===== config.mk =====
export PLATFORM = sky130hd
export DESIGN_NAME = lane_perm_unit
export DESIGN_NICKNAME = d
export VERILOG_FILES = /design/src/rtl/lane_perm_pkg.sv /design/src/rtl/perm_interleave.sv /design/src/rtl/perm_shuffle.sv /design/src/rtl/perm_out_stage.sv /design/src/rtl/lane_perm_unit.sv
export SDC_FILE = /design/constraint.sdc
export NUM_CORES = 1
export LEC_CHECK = 0
export BUFFER_PORTS_ARGS = -buffer_cell sky130_fd_sc_hd__buf_2
export CAP_MARGIN = 20
export CORE_AREA = 2 2 155 157
export DETAILED_ROUTE_END_ITERATION = 10
export DIE_AREA = 0 0 157 159
export PLACE_DENSITY = 0.8
export SYNTH_ARGS = -nofsm -noshare
export SYNTH_HDL_FRONTEND = slang
export SYNTH_SLANG_ARGS = --single-unit

===== constraint.sdc =====
create_clock -name clk -period 4.9 [get_ports clk]
set_input_delay 0 -clock clk [delete_from_list [all_inputs] [get_ports clk]]
set_output_delay 0 -clock clk [all_outputs]
set_load 0.02 [all_outputs]

===== src/rtl/lane_perm_pkg.sv =====
package lane_perm_pkg;

  typedef enum logic [2:0] {
    OP_ILV_LO32 = 3'd0,
    OP_ILV_HI32 = 3'd1,
    OP_ILV_LO64 = 3'd2,
    OP_ILV_HI64 = 3'd3,
    OP_SHUFFLE  = 3'd4
  } perm_op_e;

  localparam int unsigned OP_LAST_DEFINED = 4;

  function automatic logic op_defined(input logic [2:0] code);
    return code <= 3'(OP_LAST_DEFINED);
  endfunction

endpackage


===== src/rtl/perm_interleave.sv =====
// Pairs element i of a with element i of b. "lo" draws from the lower half
// of each source and "hi" from the upper half; a elements go to even slots.
module perm_interleave #(
  parameter int ELEM_W = 32,
  parameter int N_ELEM = 4
) (
  input  logic [ELEM_W*N_ELEM-1:0] a,
  input  logic [ELEM_W*N_ELEM-1:0] b,
  output logic [ELEM_W*N_ELEM-1:0] lo,
  output logic [ELEM_W*N_ELEM-1:0] hi
);
  localparam int HALF = N_ELEM / 2;

  for (genvar i = 0; i < HALF; i++) begin : g_pair
    assign lo[(2*i)*ELEM_W   +: ELEM_W] = a[i*ELEM_W +: ELEM_W];
    assign lo[(2*i+1)*ELEM_W +: ELEM_W] = b[i*ELEM_W +: ELEM_W];
    assign hi[(2*i)*ELEM_W   +: ELEM_W] = a[(HALF+i)*ELEM_W +: ELEM_W];
    assign hi[(2*i+1)*ELEM_W +: ELEM_W] = b[(HALF+i)*ELEM_W +: ELEM_W];
  end
endmodule


===== src/rtl/perm_shuffle.sv =====
// Result lane k picks source lane imm[k]; lower half of result from a,
// upper half from b.
module perm_shuffle #(
  parameter int LANE_W = 32,
  parameter int LANES  = 4,
  localparam int SEL_W = $clog2(LANES),
  localparam int VEC_W = LANE_W * LANES
) (
  input  logic [VEC_W-1:0]       a,
  input  logic [VEC_W-1:0]       b,
  input  logic [SEL_W*LANES-1:0] imm,
  output logic [VEC_W-1:0]       y
);
  function automatic logic [LANE_W-1:0] pick_lane(input logic [VEC_W-1:0] v,
                                                  input logic [SEL_W-1:0] idx);
    return v[idx*LANE_W +: LANE_W];
  endfunction

  for (genvar k = 0; k < LANES; k++) begin : g_lane
    logic [SEL_W-1:0] sel;
    assign sel = imm[k*SEL_W +: SEL_W];
    if (k < LANES/2) begin : g_from_a
      assign y[k*LANE_W +: LANE_W] = pick_lane(a, sel);
    end else begin : g_from_b
      assign y[k*LANE_W +: LANE_W] = pick_lane(b, sel);
    end
  end
endmodule


===== src/rtl/perm_out_stage.sv =====
// One-entry registered output with valid/ready flow control.
module perm_out_stage #(
  parameter int W = 128
) (
  input  logic         clk,
  input  logic         rst_n,
  input  logic         take,
  input  logic         out_ready,
  input  logic [W-1:0] d_data,
  input  logic         d_err,
  output logic         out_valid,
  output logic [W-1:0] q_data,
  output logic         q_err
);
  always_ff @(posedge clk or negedge rst_n) begin
    if (!rst_n) begin
      out_valid <= 1'b0;
      q_data    <= '0;
      q_err     <= 1'b0;
    end else if (take) begin
      out_valid <= 1'b1;
      q_data    <= d_data;
      q_err     <= d_err;
    end else if (out_ready) begin
      out_valid <= 1'b0;
    end
  end
endmodule


===== src/rtl/lane_perm_unit.sv =====
module lane_perm_unit #(
  parameter int LANE_W = 32,
  parameter int LANES  = 4,
  localparam int SEL_W = $clog2(LANES),
  localparam int IMM_W = SEL_W * LANES,
  localparam int VEC_W = LANE_W * LANES
) (
  input  logic             clk,
  input  logic             rst_n,
  input  logic             in_valid,
  output logic             in_ready,
  input  logic [2:0]       op,
  input  logic [IMM_W-1:0] imm,
  input  logic [VEC_W-1:0] src_a,
  input  logic [VEC_W-1:0] src_b,
  output logic             out_valid,
  input  logic             out_ready,
  output logic [VEC_W-1:0] out_data,
  output logic             out_err
);
  import lane_perm_pkg::*;

  logic [VEC_W-1:0] lo32, hi32, lo64, hi64, shuf;
  logic [VEC_W-1:0] next_data;
  logic             next_err;
  logic             accept;

  perm_interleave #(.ELEM_W(LANE_W), .N_ELEM(LANES)) u_ilv32 (
    .a(src_a), .b(src_b), .lo(lo32), .hi(hi32)
  );

  perm_interleave #(.ELEM_W(2*LANE_W), .N_ELEM(LANES/2)) u_ilv64 (
    .a(src_a), .b(src_b), .lo(lo64), .hi(hi64)
  );

  perm_shuffle #(.LANE_W(LANE_W), .LANES(LANES)) u_shuf (
    .a(src_a), .b(src_b), .imm(imm), .y(shuf)
  );

  always_comb begin
    next_err = !op_defined(op);
    case (perm_op_e'(op))
      OP_ILV_LO32: next_data = lo32;
      OP_ILV_HI32: next_data = hi32;
      OP_ILV_LO64: next_data = lo64;
      OP_ILV_HI64: next_data = hi64;
      OP_SHUFFLE:  next_data = shuf;
      default:     next_data = src_a;
    endcase
  end

  assign in_ready = !out_valid || out_ready;
  assign accept   = in_valid && in_ready;

  perm_out_stage #(.W(VEC_W)) u_stage (
    .clk(clk), .rst_n(rst_n), .take(accept), .out_ready(out_ready),
    .d_data(next_data), .d_err(next_err),
    .out_valid(out_valid), .q_data(out_data), .q_err(out_err)
  );
endmodule


## Yosys cells after proc, flatten, opt, wreduce, memory -nomap -nowiden

Cells that the tools add are included.

| storage, ports and cells | value |
|---|---|
| bits of input ports | 271 |
| output and inout bits | 131 |
| word-level logic and storage cells | 21 |
| register bits | 130 |

| operators by class | value |
|---|---|
| mux-type cells | 3 |
| reductions and logical operators | 6 |
| eq/ne operators | 4 |
| shift-type cells | 4 |
| magnitude comparators | 1 |

Operators with widths:

| kind | count |
|---|---|
| 128-bit case mux with 5 select lines | 1 |
| 128-bit by 8-bit indexed part select with 32-bit output | 4 |
| 3-bit by 2-bit equality test with 1-bit output (second input constant) | 2 |
| 3-bit by 1-bit equality test with 1-bit output (second input constant) | 1 |
| 3-bit equality test (second input constant) | 1 |
| 3-bit less-or-equal comparator (second input constant) | 1 |
| 3-bit zero test | 1 |
| 1-bit zero test | 2 |
| 1-bit 2-to-1 mux | 2 |
| 2-bit nonzero test | 1 |
| 1-bit logical AND | 1 |
| 1-bit logical OR | 1 |

## Logic depth before layout (Yosys ltp)

Gate-level depths: netlist of run 1.

| depth | value |
|---|---|
| word-level depth | 4 |
| mapped depth | 9 |
| depth with buffers taken out | 5 |

## Modules after synthesis

A second synthesis of run 1 with hierarchy kept.

| second synthesis, totals | value |
|---|---|
| cell total of the unflattened synthesis | 1798 |
| area, all modules | 18390.1 sq um |

Modules (own cells, without submodules):

| module | instances | cells an instance | sequential area each (sq um) | area an instance (sq um) |
|---|---|---|---|---|
| lane_perm_unit | 1 | 855 | 0.0 | 6436.2 |
| perm_out_stage | 1 | 275 | 3253.1 | 4852.2 |
| perm_interleave | 2 | 256 | 0.0 | 1921.8 |
| perm_shuffle | 1 | 156 | 0.0 | 3258.1 |

## Least setup slack after synthesis of run 1

Ideal clock, no wire load.

| timing path | value |
|---|---|
| path kind | reg2reg |
| from | register u_stage.out_valid |
| to | register u_stage.q_data[116] |
| cell stages (with the launch flop) | 8 |
| library setup time | 126 ps |
| arrival | 1726 ps |
| period minus slack after synthesis | 1852 ps |
| setup slack | 3048 ps |
| required time | 4774 ps |
| buffers on the path | 3 |
| cells stage by stage | dfrtp_1 -> nor2b_4 -> inv_1 -> nand2_1 -> buf_2 -> buf_4 -> clkbuf_1 -> a221o_1 |

| between the ends | value |
|---|---|
| longest elaborated chain between the ends | 3 |

RTL lines:

| element | RTL line | RTL |
|---|---|---|
| start, declared | perm_out_stage.sv:11 | `output logic out_valid,` |
| start signal, assigned | perm_out_stage.sv:17 | `out_valid <= 1'b0;` |
| start signal, assigned | perm_out_stage.sv:21 | `out_valid <= 1'b1;` |
| start signal, assigned | perm_out_stage.sv:25 | `out_valid <= 1'b0;` |
| 1-bit zero test | lane_perm_unit.sv:52 | `assign in_ready = !out_valid \|\| out_ready;` |
| 1-bit logical OR | lane_perm_unit.sv:52 |  |
| named net in_ready | lane_perm_unit.sv:11 | `output logic in_ready,` |
| 1-bit logical AND | lane_perm_unit.sv:53 | `assign accept = in_valid && in_ready;` |
| end signal, assigned | perm_out_stage.sv:22 | `q_data <= d_data;` |
| end, declared | perm_out_stage.sv:12 | `output logic [W-1:0] q_data,` |

The timed path passes the listed nets, and every way through them passes these cells.
A chain may end at the register's enable or synchronous reset.

## Worst setup path in the final report of run 1

| timing path | value |
|---|---|
| from | input port op[0] |
| to | register u_stage.q_data[30] |

| between the ends | value |
|---|---|
| longest elaborated chain between the ends | 2 |
| elaborated cells on any way between the ends | 6 |
| those cells by class | 4 x eq/ne; 1 x mux; 1 x reduce/logical |

RTL lines:

| element | RTL line | RTL |
|---|---|---|
| start, declared | lane_perm_unit.sv:12 | `input logic [2:0] op,` |
| 3-bit equality test, or another cell as far along | lane_perm_unit.sv:42 | `case (perm_op_e'(op))` |
| 128-bit case mux with 5 select lines (*) | lane_perm_unit.sv:42 |  |

Mark *: on every way between the ends. The rest lies on a longest branch, timed or not.

==> results of run 1 <==
==> stage by stage <==
| step | std cells | hold WS, ns |
|---|---|---|
| after floorplan | 1165 | -0.2956 |
| after global placement | 1769 | 0.07194 |
| after detailed placement | 1769 | 0.07564 |
| after CTS | 1921 | 0.0005574 |
| after global routing | 1924 | 0.02882 |
| final | 1924 | 0.01678 |
==> final cells by class <==
cell class | count | area share
Antenna cell | 3 | 0.0004888
Clock buffer | 20 | 0.02973
Clock inverter | 12 | 0.01336
Inverter | 4 | 0.0009775
Multi-Input combinational cell | 898 | 0.4983
Sequential cell | 130 | 0.2118
Tap cell | 319 | 0.02599
Timing Repair Buffer | 538 | 0.2194
==> where the power goes <==
group	internal, W	switching (W)
Combinational	0.000674	0.000959
Clock	0.000934	0.000535
Sequential	0.00126	0.000139
Total	0.00287	0.00163
==> critical path, delay by kind of cell <==
| kind | cells | cell delay (ns) |
|---|---|---|
| AOI/OAI and AO/OA | 3 | 0.44 |
| buffers and inverters | 3 | 1.88 |
| and+or+nand+nor | 1 | 0.41 |
==> worst max path at each step <==
stage | cells past startpoint | to | from | slack [ns]
2_1_floorplan | 7 | u_stage.q_data[116]$_DFFE_PN0P_ | u_stage.out_valid$_DFFE_PN0P_ | 3.05
6_report | 7 | u_stage.q_data[30]$_DFFE_PN0P_ | op[0] | 2.39
3_5_place_dp | 6 | u_stage.q_data[94]$_DFFE_PN0P_ | op[1] | 2.53
3_3_place_gp | 6 | u_stage.q_data[1]$_DFFE_PN0P_ | op[0] | 2.58
4_1_cts | 7 | u_stage.q_data[6]$_DFFE_PN0P_ | op[0] | 2.50
5_1_grt | 7 | u_stage.q_data[26]$_DFFE_PN0P_ | op[0] | 2.33
==> kinds of logic after synthesis <==
family,count (synthesis),synth area share
mux,264,0.3193
simple gates,293,0.1134
buf+inv,137,0.06504
flops,130,0.2800
compound gates,341,0.2224
==> cell usage after synthesis (2+ instances only) <==
cell type and number:
nand2b_1 5, a211oi_1 23, a31oi_1 17, a2111oi_0 9, o311ai_0 3, buf_6 18, nand2_1 78, a221oi_2 30
buf_1 6, nor2b_1 22, buf_4 12, nor2_1 102, inv_1 3, a221oi_1 7, a21oi_1 2, and3_1 2
o22ai_1 58, clkbuf_2 2, dfrtp_1 130, mux2_2 13, o21ai_0 74, mux2i_1 167, o21ai_1 30, nor3_1 41
or3_1 2, a221o_1 32, nand3_1 33, a211o_1 12, buf_2 44, o2bb2ai_1 3, mux4_2 84, clkbuf_1 50
a22oi_1 32
==> state kept, by name, summed over array words and instances, names as in the netlist <==
signal	count
u_stage.q_data	128
u_stage.out_valid	1
u_stage.q_err	1
==> layer usage <==
metal | vias up | global-route usage | routed length, um
li1 | 5441 | - | -
met1 | 6302 | 0.4800 | 17510
met2 | 1284 | 0.6013 | 22460
met3 | 326 | 0.1165 | 6824
met4 | 2 | 0.2744 | 3842
met5 | - | 0 | 8
==> impl_metrics.csv, run 1 <==
group,metric,value,unit
hold_path,hold_end,"u_stage.q_data[109]$_DFFE_PN0P_",
yosys,yosysTopAreaCellShare,0.2800,
hold_path,min_path_type,"in -> reg",
global_routing,gr-total-overflow,0,
clocking,hold_buffers,120,
yosys,synth_edf_count,0,
worst_setup_path,cp_slowest_cell,"buf_4",
final_layout,drive_gt1_frac,0.3695,
floorplan,dieArea,24960,um2
worst_setup_path,required,5.23,ns
detailed_routing,ant_nets,0,
yosys,ys_seq_elements,130,
placement,pre_cts_slack,2.531,ns
yosys,netlist_area,11620,um2
floorplan,start_util,0.5010,
yosys,yosysTopAreaCell,"dfrtp_1",
yosys,synth_warnings,0,
floorplan,die_x,157,um
global_routing,grt_pass1_vias,13330,
timing,slew_headroom,0.2034,
worst_setup_path,cp-start-kind,"input port",
timing,finalCriticalPeriod,2.511,ns
global_routing,antenna_found_initial,4,
global_routing,grt_pass1_wl,75.60,mm
placement,gp_congestion,0.8941,
detailed_routing,wl_per_cell,26.33,um
detailed_routing,drt_iter0_markers,1728,
yosys,ys_top_cells_by_area,"dfrtp_1 28%, mux4_2 16%, mux2i_1 14%",
clocking,insertion_delay,0.42,ns
clocking,numClockSinks,130,
yosys,synthFlopType,"dfrtp_1",
timing,worst_pin_slew,1.195,ns
clocking,cts_buffers,17,
clocking,htree_num_levels,4,
clocking,cts_tree,"yes",
final_layout,design_area,15360,um2
yosys,synthCells,1165,
placement,placed_area,13490,um2
final_layout,nFillCells,1758,
worst_setup_path,arrival,2.84,ns
timing,setup_tns,0,ns
final_layout,multi_input_area,7654,um2
global_routing,grt_max_degree,95,
timing,timing.final.ws_setup,2.389,ns
run_status,status,"finished clean",
detailed_routing,drc,0,
timing,layout_worst_path_cycle_share,0.5124,
yosys,synthDistinctLibCells,52,
final_layout,layout_common_cells,"397 x buf_2, 167 x mux2i_1, 130 x dfrtp_1",
worst_setup_path,slowest_delay,0.64,ns
yosys,synthArstFlopShare,1.000,
hold_path,worstHoldStart,"src_b[109]",
clocking,clkTransAtPathRegs,0.06,ns
detailed_routing,first_pass_iters,6,
detailed_routing,drt_wl_total,50.65,mm
yosys,syn_avg_cell_area,9.974,um2
final_layout,final_net_count,1860,
floorplan,die_height,159,um
job,maxCapViolations,0,
floorplan,ios,402,
worst_setup_path,r2r-end,"u_stage.q_data[83]$_DFFE_PN0P_",
final_layout,seq_area,3253,um2
placement,numPortBuffers,401,
placement,dp_hpwl,30.95,mm
clocking,cts_setup_buffers,0,
timing,hold_violations,0,
detailed_routing,viasPerCell,6.941,
clocking,cts_buffer_depth,2,
final_layout,area_delta_synth_final,32.18,%
worst_setup_path,crit_chain,"buf_6, nand2b_1, o41ai_4, buf_4, a221oi_2, dlygate4sd3_1, o21ai_1",
worst_setup_path,r2r_start,"u_stage.out_valid$_DFFE_PN0P_",
yosys,syn_nets,1436,
worst_setup_path,critPathCaptureType,"register",
timing,finalMaxSlewViolations,0,
worst_setup_path,critPathMaxFanout,94,
timing,max_freq,398.2,MHz
power_and_ir_drop,cellPowerDensity,292.9,nW/um2
clocking,root_buffer,"clkbuf_16",
hold_path,hold_path_depth,4,
yosys,seq_area_frac_synth,0.2800,
final_layout,final_util,0.6623,
worst_setup_path,reg2regPathDepth,6,
worst_setup_path,rrSetupSlack,2.54,ns
floorplan,core,23190,um2
detailed_routing,vias,13360,
power_and_ir_drop,vdd_drop_max,0.1812,mV
power_and_ir_drop,power,0.004498,W
power_and_ir_drop,p_leak,6.915,nW
worst_setup_path,crit_type,"in -> reg",
timing,skew,0.007656,ns
timing,setup_viol,0,
final_layout,layout_commonest_cell,"buf_2",
clocking,cts_resized,0,
timing,rsz0062_at_grt,"false",
global_routing,grt_usage,0.3951,
floorplan,row_count,56,
Power figures use the tool's default switching activity.
==> inputs of run 2 (changes only) <==
--- a/config.mk
+++ b/config.mk
@@ -7,10 +7,10 @@
 export LEC_CHECK = 0
 export BUFFER_PORTS_ARGS = -buffer_cell sky130_fd_sc_hd__buf_2
 export CAP_MARGIN = 20
-export CORE_AREA = 2 2 155 157
+export CORE_ASPECT_RATIO = 1.25
+export CORE_UTILIZATION = 47
 export DETAILED_ROUTE_END_ITERATION = 10
-export DIE_AREA = 0 0 157 159
-export PLACE_DENSITY = 0.8
+export PLACE_DENSITY = 0.79
 export SYNTH_ARGS = -nofsm -noshare
 export SYNTH_HDL_FRONTEND = slang
 export SYNTH_SLANG_ARGS = --single-unit
==> constraint.sdc (replaced) <==
create_clock -name clk -period 2.1 [get_ports clk]
set_input_delay 0 -clock clk [delete_from_list [all_inputs] [get_ports clk]]
set_output_delay 0 -clock clk [all_outputs]
set_load 0.02 [all_outputs]
==> impl_metrics.csv, run 2 (synthesized netlist as in run 1, its figures left out) <==
group,metric,value,unit
run_status,status,"finished clean",
final_layout,design_area,15750,um2
final_layout,layout_common_cells,"397 x buf_2, 167 x mux2i_1, 130 x dfrtp_1",
worst_setup_path,required,2.45,ns
final_layout,drive_gt1_frac,0.3839,
global_routing,grt_usage,0.3982,
clocking,cts_buffers,17,
detailed_routing,vias,13450,
clocking,htree_num_levels,4,
detailed_routing,viasPerCell,6.836,
final_layout,layout_commonest_cell,"buf_2",
floorplan,die_x,142.6,um
clocking,numClockSinks,130,
timing,finalCriticalPeriod,2.097,ns
job,maxCapViolations,0,
final_layout,largest_register,"u_stage.q_data",
floorplan,dieArea,25360,um2
floorplan,ios,402,
final_layout,seq_area,3253,um2
timing,worst_pin_slew,0.8762,ns
global_routing,top_usage_layer,"met2",
hold_path,min_path_type,"in -> reg",
clocking,cts_setup_buffers,0,
global_routing,use_met2,0.6411,
detailed_routing,drt_iter0_markers,1466,
timing,rsz0062_at_grt,"false",
power_and_ir_drop,vdd_drop_max,0.5751,mV
worst_setup_path,arrival,2.44,ns
global_routing,grt_max_degree,66,
worst_setup_path,critPathMaxFanout,17,
clocking,clkTransAtPathRegs,0.06,ns
timing,finalMaxSlewViolations,0,
final_layout,largest_register_ffs,128,
floorplan,die_height,177.8,um
placement,gp_congestion,0.8799,
power_and_ir_drop,cellPowerDensity,645.8,nW/um2
worst_setup_path,cp_common_cell,"dlygate4sd3_1",
detailed_routing,drt_wl_total,51.16,mm
detailed_routing,first_pass_iters,7,
worst_setup_path,crit_type,"in -> reg",
detailed_routing,wl_per_cell,26.01,um
final_layout,final_net_count,1894,
timing,hold_violations,0,
timing,setup_tns,0,ns
floorplan,row_count,63,
global_routing,grtUsageMet3,0.08689,
timing,max_freq,476.9,MHz
clocking,cts_buffer_depth,2,
placement,placed_area,13950,um2
final_layout,nFillCells,1894,
final_layout,multi_input_area,7671,um2
power_and_ir_drop,p_leak,7.104,nW
final_layout,reg_top3,"u_stage.q_data: 128 flops, u_stage.out_valid: 1 flops, u_stage.q_err: 1 flops",
timing,slew_headroom,0.4159,
clocking,root_buffer,"clkbuf_16",
timing,skew,0.007153,ns
clocking,insertion_delay,0.43,ns
global_routing,antenna_found_initial,5,
final_layout,area_delta_synth_final,35.53,%
worst_setup_path,cp-start-kind,"input port",
timing,hold_ws,0.004991,ns
timing,layout_worst_path_cycle_share,0.9986,
global_routing,grt_pass1_vias,13490,
detailed_routing,ant_nets,0,
placement,numPortBuffers,401,
global_routing,grt_util_met1,0.4769,
global_routing,gr-total-overflow,0,
timing,setup_viol,0,
placement,dp_hpwl,33.31,mm
clocking,cts_tree,"yes",
global_routing,grt_pass1_wl,75.50,mm
worst_setup_path,cp_slowest_cell,"dlygate4sd3_1",
floorplan,core,23960,um2
detailed_routing,drc,0,
floorplan,start_util,0.4849,
worst_setup_path,slowest_delay,0.59,ns
worst_setup_path,critPathCaptureType,"register",
worst_setup_path,crit_chain,"dlygate4sd3_1, buf_6, o41ai_4, buf_4, a221oi_2, dlygate4sd3_1, o21ai_1",
## run 2: cell count changes in the layout (fill, tap and decap cells not counted), sizes merged
cell | before | now
buf | 418 | 451
bufinv | 5 | 1
clkbuf | 20 | 18
clkinv | 5 | 4
clkinvlp | 2 | 4
diode | 3 | 6
inv | 4 | 9
o31a | 2 | 3
## run 2: worst max-delay path: cells and delay by family
| kind | cells | cell delay, ns |
|---|---|---|
| buf+inv | 4 | 1.75 |
| compound gates | 3 | 0.68 |
## run 2: per-layer routing
layer | vias up | routed length, um
met5 | - | 14
met3 | 323 | 5677
met1 | 6355 | 17830
li1 | 5517 | -
met4 | 2 | 3731
met2 | 1249 | 23910
## run 2: what timing repair did
item	CTS	global route
endpoints found under the setup margin	0	13
resized for setup	0	2
hold endpoints to repair	233	0
hold buffers	120	0
## run 2: per-stage QoR
stage          setup WS [ns]    util  total power [W]  cells
5_1_grt             0.008833  0.6569          0.01051   1964
4_1_cts              0.02328  0.6559          0.01003   1960
2_1_floorplan         0.2477       -         0.005371   1165
6_report            0.002929  0.6572          0.01017   1967
3_5_place_dp          0.2738  0.5821         0.006876   1808
3_3_place_gp          0.3697  0.5821         0.006782   1808
## run 2: worst paths after layout
kind                                                      from                               to  slack (ns)  depth (start not counted)
max in group asynchronous                                rst_n   u_stage.q_data[85]$_DFFE_PN0P_        1.30                          3
worst max register to register   u_stage.out_valid$_DFFE_PN0P_  u_stage.q_data[120]$_DFFE_PN0P_        0.23                          6
worst min-delay path                                src_b[126]  u_stage.q_data[126]$_DFFE_PN0P_       0.005                          4
worst max-delay path                                     op[0]   u_stage.q_data[11]$_DFFE_PN0P_       0.003                          7
min in group asynchronous                                rst_n        u_stage.q_err$_DFFE_PN0P_        0.05                          2
worst min register to register  u_stage.q_data[23]$_DFFE_PN0P_   u_stage.q_data[23]$_DFFE_PN0P_        0.49                          2
## run 2: area by class of cell
class,instances,area share
Timing Repair Buffer,571,0.2426
Inverter,4,0.0009534
Sequential cell,130,0.2066
Multi-Input combinational cell,899,0.4871
Antenna cell,6,0.0009534
Tap cell,325,0.02582
Clock buffer,18,0.02789
Clock inverter,14,0.008104
## run 2: where the power goes
| group | internal [W] | switching [W] | total [W] |
|---|---|---|---|
| clock | 0.00167 | 0.00133 | 0.00301 |
| combinational | 0.00166 | 0.00226 | 0.00391 |
| sequential | 0.00293 | 0.000319 | 0.00325 |
| total | 0.00626 | 0.00391 | 0.0102 |
